<file path="src/rtl/secreg_pkg.sv">
package secreg_pkg;

    typedef enum logic [2:0] {
        M_IDLE,
        M_READ,
        M_STAT,
        M_WRITE,
        M_LOCK
    } mode_e;

endpackage

</file>
<file path="src/rtl/secreg_decode.sv">
module secreg_decode
    import secreg_pkg::*;
#(
    parameter logic [7:0] OP_RD = 8'h83,
    parameter logic [7:0] OP_WR = 8'h82
) (
    input  logic [7:0] op,
    input  logic       sel,
    output mode_e      mode
);
    always_comb begin
        if (op == OP_RD) begin
            mode = sel ? M_STAT : M_READ;
        end else if (op == OP_WR) begin
            mode = sel ? M_LOCK : M_WRITE;
        end else begin
            mode = M_IDLE;
        end
    end
endmodule

</file>
<file path="src/rtl/secreg_serial_rom.sv">
module secreg_serial_rom #(
    parameter int          SERIAL_BYTES = 16,
    parameter int          IDX_W        = 8,
    parameter logic [8*SERIAL_BYTES-1:0] SERIAL_ID = '0
) (
    input  logic [IDX_W-1:0] idx,
    output logic [7:0]       data
);
    localparam int SN_W = (SERIAL_BYTES > 1) ? $clog2(SERIAL_BYTES) : 1;

    logic [7:0] sn [SERIAL_BYTES];

    for (genvar k = 0; k < SERIAL_BYTES; k++) begin : g_sn
        assign sn[k] = SERIAL_ID[8*k +: 8];
    end

    always_comb begin
        if (idx < IDX_W'(SERIAL_BYTES)) begin
            data = sn[idx[SN_W-1:0]];
        end else begin
            data = 8'hFF;
        end
    end
endmodule

</file>
<file path="src/rtl/secreg_user_page.sv">
module secreg_user_page #(
    parameter int PAGE_BYTES = 256,
    parameter int IDX_W      = 8
) (
    input  logic             clk,
    input  logic             rst_n,
    input  logic             wr_en,
    input  logic [IDX_W-1:0] wr_idx,
    input  logic [7:0]       wr_data,
    input  logic [IDX_W-1:0] rd_idx,
    output logic [7:0]       rd_data
);
    logic [7:0] cells [PAGE_BYTES];

    for (genvar i = 0; i < PAGE_BYTES; i++) begin : g_cell
        always_ff @(posedge clk or negedge rst_n) begin
            if (!rst_n) begin
                cells[i] <= 8'hFF;
            end else if (wr_en && (wr_idx == IDX_W'(i))) begin
                cells[i] <= wr_data;
            end
        end
    end

    assign rd_data = cells[rd_idx];
endmodule

</file>
<file path="src/rtl/secreg_ctrl.sv">
module secreg_ctrl
    import secreg_pkg::*;
#(
    parameter int          ADDR_W       = 24,
    parameter int          SEL_BIT      = 10,
    parameter int          PAGE_BYTES   = 256,
    parameter int          SERIAL_BYTES = 16,
    parameter logic [7:0]  OP_RD        = 8'h83,
    parameter logic [7:0]  OP_WR        = 8'h82,
    parameter logic [8*SERIAL_BYTES-1:0] SERIAL_ID = {SERIAL_BYTES{8'hA5}}
) (
    input  logic              clk,
    input  logic              rst_n,
    input  logic              cmd_start,
    input  logic [7:0]        cmd_op,
    input  logic [ADDR_W-1:0] cmd_addr,
    input  logic              cmd_end,
    input  logic              byte_valid,
    input  logic [7:0]        byte_in,
    input  logic              wel,
    input  logic              legacy_mode,
    input  logic [1:0]        bp,
    output logic [7:0]        rd_data,
    output logic              rd_valid,
    output logic              lock_flag
);
    localparam int IDX_W  = $clog2(PAGE_BYTES);
    localparam int AOFF_W = IDX_W + 1;

    typedef struct packed {
        mode_e             mode;
        logic [AOFF_W-1:0] addr;
        logic              lock;
        logic [7:0]        rd_data;
        logic              rd_valid;
    } state_t;

    state_t cur_q, nxt_d;

    mode_e      dec_mode;
    logic [7:0] pg_rd_data;
    logic [7:0] sn_rd_data;
    logic       pg_wr_en_d;
    logic       wr_ok_d;

    logic unused_addr_bits;
    assign unused_addr_bits = ^{cmd_addr[ADDR_W-1:SEL_BIT+1], cmd_addr[SEL_BIT-1:AOFF_W]};

    secreg_decode #(
        .OP_RD (OP_RD),
        .OP_WR (OP_WR)
    ) u_decode (
        .op   (cmd_op),
        .sel  (cmd_addr[SEL_BIT]),
        .mode (dec_mode)
    );

    secreg_serial_rom #(
        .SERIAL_BYTES (SERIAL_BYTES),
        .IDX_W        (IDX_W),
        .SERIAL_ID    (SERIAL_ID)
    ) u_rom (
        .idx  (cur_q.addr[IDX_W-1:0]),
        .data (sn_rd_data)
    );

    secreg_user_page #(
        .PAGE_BYTES (PAGE_BYTES),
        .IDX_W      (IDX_W)
    ) u_page (
        .clk     (clk),
        .rst_n   (rst_n),
        .wr_en   (pg_wr_en_d),
        .wr_idx  (cur_q.addr[IDX_W-1:0]),
        .wr_data (byte_in),
        .rd_idx  (cur_q.addr[IDX_W-1:0]),
        .rd_data (pg_rd_data)
    );

    always_comb begin
        nxt_d          = cur_q;
        nxt_d.rd_valid = 1'b0;
        pg_wr_en_d     = 1'b0;
        wr_ok_d        = wel && !cur_q.lock && !(legacy_mode && (bp == 2'b11));

        if (cmd_start) begin
            nxt_d.mode = dec_mode;
            nxt_d.addr = cmd_addr[AOFF_W-1:0];
        end else begin
            if (byte_valid) begin
                unique case (cur_q.mode)
                    M_READ: begin
                        nxt_d.rd_data  = cur_q.addr[IDX_W] ? pg_rd_data : sn_rd_data;
                        nxt_d.rd_valid = 1'b1;
                        nxt_d.addr     = cur_q.addr + 1'b1;
                    end
                    M_STAT: begin
                        nxt_d.rd_data  = {7'd0, cur_q.lock};
                        nxt_d.rd_valid = 1'b1;
                    end
                    M_WRITE: begin
                        pg_wr_en_d = wr_ok_d && cur_q.addr[IDX_W];
                        nxt_d.addr[IDX_W-1:0] = cur_q.addr[IDX_W-1:0] + 1'b1;
                    end
                    M_LOCK: begin
                        if (wr_ok_d && byte_in[1]) begin
                            nxt_d.lock = 1'b1;
                        end
                    end
                    default: begin
                    end
                endcase
            end
            if (cmd_end) begin
                nxt_d.mode = M_IDLE;
            end
        end
    end

    always_ff @(posedge clk or negedge rst_n) begin
        if (!rst_n) begin
            cur_q <= '{mode: M_IDLE, addr: '0, lock: 1'b0, rd_data: 8'd0, rd_valid: 1'b0};
        end else begin
            cur_q <= nxt_d;
        end
    end

    assign rd_data   = cur_q.rd_data;
    assign rd_valid  = cur_q.rd_valid;
    assign lock_flag = cur_q.lock;
endmodule

</file>
<file path="config.mk">
export PLATFORM = sky130hd
export DESIGN_NAME = secreg_ctrl
export DESIGN_NICKNAME = d
export VERILOG_FILES = /design/src/rtl/secreg_pkg.sv /design/src/rtl/secreg_decode.sv /design/src/rtl/secreg_serial_rom.sv /design/src/rtl/secreg_user_page.sv /design/src/rtl/secreg_ctrl.sv
export SDC_FILE = /design/constraint.sdc
export NUM_CORES = 2
export LEC_CHECK = 0
export BUFFER_PORTS_ARGS = -buffer_cell sky130_fd_sc_hd__buf_2
export CAP_MARGIN = 20
export CORE_UTILIZATION = 55
export DETAILED_ROUTE_END_ITERATION = 7
export GPL_ROUTABILITY_DRIVEN = 0
export MAX_ROUTING_LAYER = met4
export PLACE_DENSITY_LB_ADDON = 0.1
export SLEW_MARGIN = 40
export SYNTH_ARGS = -nofsm -noshare
export SYNTH_HDL_FRONTEND = slang
export SYNTH_SLANG_ARGS = --single-unit
</file>
<file path="constraint.sdc">
create_clock -name clk -period 4.3 [get_ports clk]
set_clock_uncertainty 0.1 [all_clocks]
set_input_delay 1.29 -clock clk [delete_from_list [all_inputs] [get_ports clk]]
set_output_delay 1.29 -clock clk [all_outputs]
set_load 0.02 [all_outputs]
</file>
==> summary.md <==
| Metric | Value |
|---|---|
| Status | finished, final reports clean |
| Fmax | 242.5 MHz |
| Post_cts resized | 0 |
| Postcts setup bufs | 0 |
| Inst Count DP | 8,518 |
| Commonest cells in the netlist | mux2_2 (2,064), dfstp_2 (2,048), mux4_2 (499), clkbuf_1 (296), nor2_2 (161) |
| PD cells | 373.7 nW/um^2 |
| Routed Antenna Nets | 0 |
| Detailed placement HPWL | 190,700 microns |
| CP delay by family, top | compound AO/OA/AOI/OAI gates |
| Port Buffers | 44 |
| Synthesized cell area | 97,520 sq um |
| Initial antenna violation count | 9 |
| Final setup TNS | 0 ns |
| Rel. slew slack | 0.3845 |
| Chip height | 423.1 microns |
| Vias in the first global route | 59,160 |
| Post-Syn Nets | 6,194 |
| Largest cells by area after synthesis | dfstp_2 (55%), mux2_2 (24%), mux4_2 (12%) |
| Worst skew pair latency | 0.87 ns |
| Die area | 179,000 sq um |
| Final non-filler cell total | 8,909 |
| 1st-pass router iterations | 6 |
| Design Power | 0.04115 W |
| Area fraction of the dominant cell type after synthesis | 0.5518 |
| Starting Density | 0.5537 |
| CTS tree | done |
| Filler cells | 13,110 |
| Max-cap viol count | 0 |
| CP Buf/Inv Count | 3 |
| Crit Path Max Fanout | 31 |
| Cts hold-fix bufs | 0 |
| Vias per cell | 6.408 |
| Via count | 57,090 |
| CTS max path bufs | 3 |
| Fin area | 110,100 sq um |
| Global-route wire length before repair | 425,900 microns |
| Post-synthesis cell type count | 68 |
| Final setup violation count | 0 |
| Final WL | 286,600 microns |
| Crit end category | flip-flop |
| Final net count | 6,449 |
| Root buf cell | clkbuf_16 |
| GRT Total Usage | 0.3353 |
| CP dominant cell by count | buf_12 |
| Setup crit start kind | flip-flop |
| Layout cell share with drive strength beyond 1 | 0.8629 |
| Area after DPL | 103,000 sq um |
| Yosys warning count | 0 |
| Most common cell in the netlist | mux2_2 |
| Min Tclk post-route | 4.124 ns |
| Number of I/O pins | 59 |
| Slew Viols, Final | 0 |
| Final hold violation count | 0 |
| Crit-path max cell delay | 0.80 ns |
| CP arrival | 4.72 ns |
| Flops & latches, synth | 2,070 |
| WL per Instance | 32.17 microns |
| Number of clock sinks | 2,070 |
| Final Cycle Share | 0.9590 |
| Number of synthesized flops with an enable pin | 0 |
| WP data required | 4.90 ns |
| Asr flop ratio synth | 1.000 |
| Prevailing post-synth register cell | dfstp_2 |
| Mean Syn Cell Area | 15.88 sq um |
| Largest net degree at the start of global routing | 129 |
| Final global-route overflow total | 0 |
| RSZ-0062 raised after global routing | no |
| Row count | 154 |
| Worst Max-Slew Pin Slew | 0.9232 ns |
| CP Cell Sequence | buf_12, buf_12, and2_1, buf_4, a22o_1, a221oi_1, o21ai_0, a211oi_1, o311ai_0, a41oi_1 |
| CTS buffer count | 216 |
| Kind of critical path | flip-flop to flip-flop |
| Pleak | 43.70 nW |
| Core area | 176,100 sq um |
| # DRC | 0 |
| Area growth syn-to-layout | 12.93% |
| Gate Count Post-Synth | 6,141 |
| Min-Delay Path Class | input pin to async pin |
| Place WS | 0.1043 ns |
| Area leader, netlist | dfstp_2 |
| Maximum VDD drop | 0.4301 mV |
| Seq/Total Area, Yosys | 0.5575 |
| Setup ws final | 0.1763 ns |
| Depth of the CTS H-tree | 4 |
| Die X | 423.1 microns |
| Slowest cell on crit path | dfrtp_4 |
| Violation count after the first detailed-route iteration | 4,999 |
| Register clock-pin slew on the reported worst setup and hold paths | 0.06 ns |
[cells in the final DEF (no fill, tap or decap), types with 20 or more instances in the layout]
cell,n
buf_2,35
dfstp_2,2048
nand2_1,125
mux2i_1,117
clkbuf_1,57
mux2_2,2064
a22oi_1,73
mux4_2,499
nor2_1,145
a21oi_1,38
nor3_1,20
clkinv_2,38
buf_4,415
o21ai_0,34
nor2_2,163
nand3_1,39
buf_12,64
clkbuf_8,62
clkbuf_16,222
[registers in the layout (all words and copies together), names as in the netlist]
signal / count
lock_flag: 1
rd_valid: 1
rd_data: 8
cur_q: 12
u_page.cells: 2048
[cell type report]
type | count | area [sq um] | share of cell area
tap | 2340 | 2928 | 0.02659
inverter | 7 | 31.28 | 0.0002840
clock buffer | 333 | 6513 | 0.05914
clock inverter | 54 | 544.3 | 0.004942
timing repair buffer | 523 | 4710 | 0.04276
sequential | 2070 | 54380 | 0.4938
multi-input combinational | 3578 | 41010 | 0.3724
antenna | 4 | 10.01 | 0.00009089
[cells by family (layout without fill, tap and decap cells)]
kind of cell / after synthesis / count (layout) / share of synthesized area
AO/OA/AOI/OAI: 285 / 285 / 0.02093
XOR/XNOR: 9 / 9 / 0.0008084
adder cells (fa/ha/maj): 4 / 4 / 0.0005132
buffers and inverters: 493 / 917 / 0.02308
flip-flops: 2070 / 2070 / 0.5575
multiplexers: 2680 / 2680 / 0.3656
other: 0 / 4 / 0
AND/OR/NAND/NOR: 600 / 600 / 0.03160
[routing by layer]
metal / vias up / share of wire / GRT usage
met2: 1793 / 0.46 / 0.4906
met1: 31320 / 0.43 / 0.4636
met4: 0 / 0.045 / 0.1303
met3: 565 / 0.066 / 0.06613
li1: 23410 / - / -
met5: - / 0 / -
[final timing paths]
kind / startpoint / endpoint / slack [ns] / cells past startpoint
max: cur_q[10] / rd_data[0] / 0.18 / 10
min: rst_n / rd_valid / 0.32 / 1
max reg2reg: cur_q[10] / rd_data[0] / 0.18 / 10
min reg2reg: rd_data[3] / rd_data[3] / 0.49 / 2
max in group asynchronous: rst_n / u_page.cells[280] / 2.58 / 3
min in group clk: rd_data[3] / rd_data[3] / 0.49 / 2
[stage by stage]
stage | hold WS [ns] | utilization
2_1_floorplan | 0.3510 | -
3_3_place_gp | 0.4670 | 0.5848
3_5_place_dp | 0.4686 | 0.5851
4_1_cts | 0.2972 | 0.6252
5_1_grt | 0.3349 | 0.6253
6_report | 0.3177 | 0.6253
[power breakdown]
group          total (W)  internal (W)  switching [W]
logic            0.00278      0.000805        0.00197
registers         0.0197        0.0196      0.0000905
clock network     0.0187        0.0108        0.00787
No activity file was read; power rests on OpenSTA's default activity.
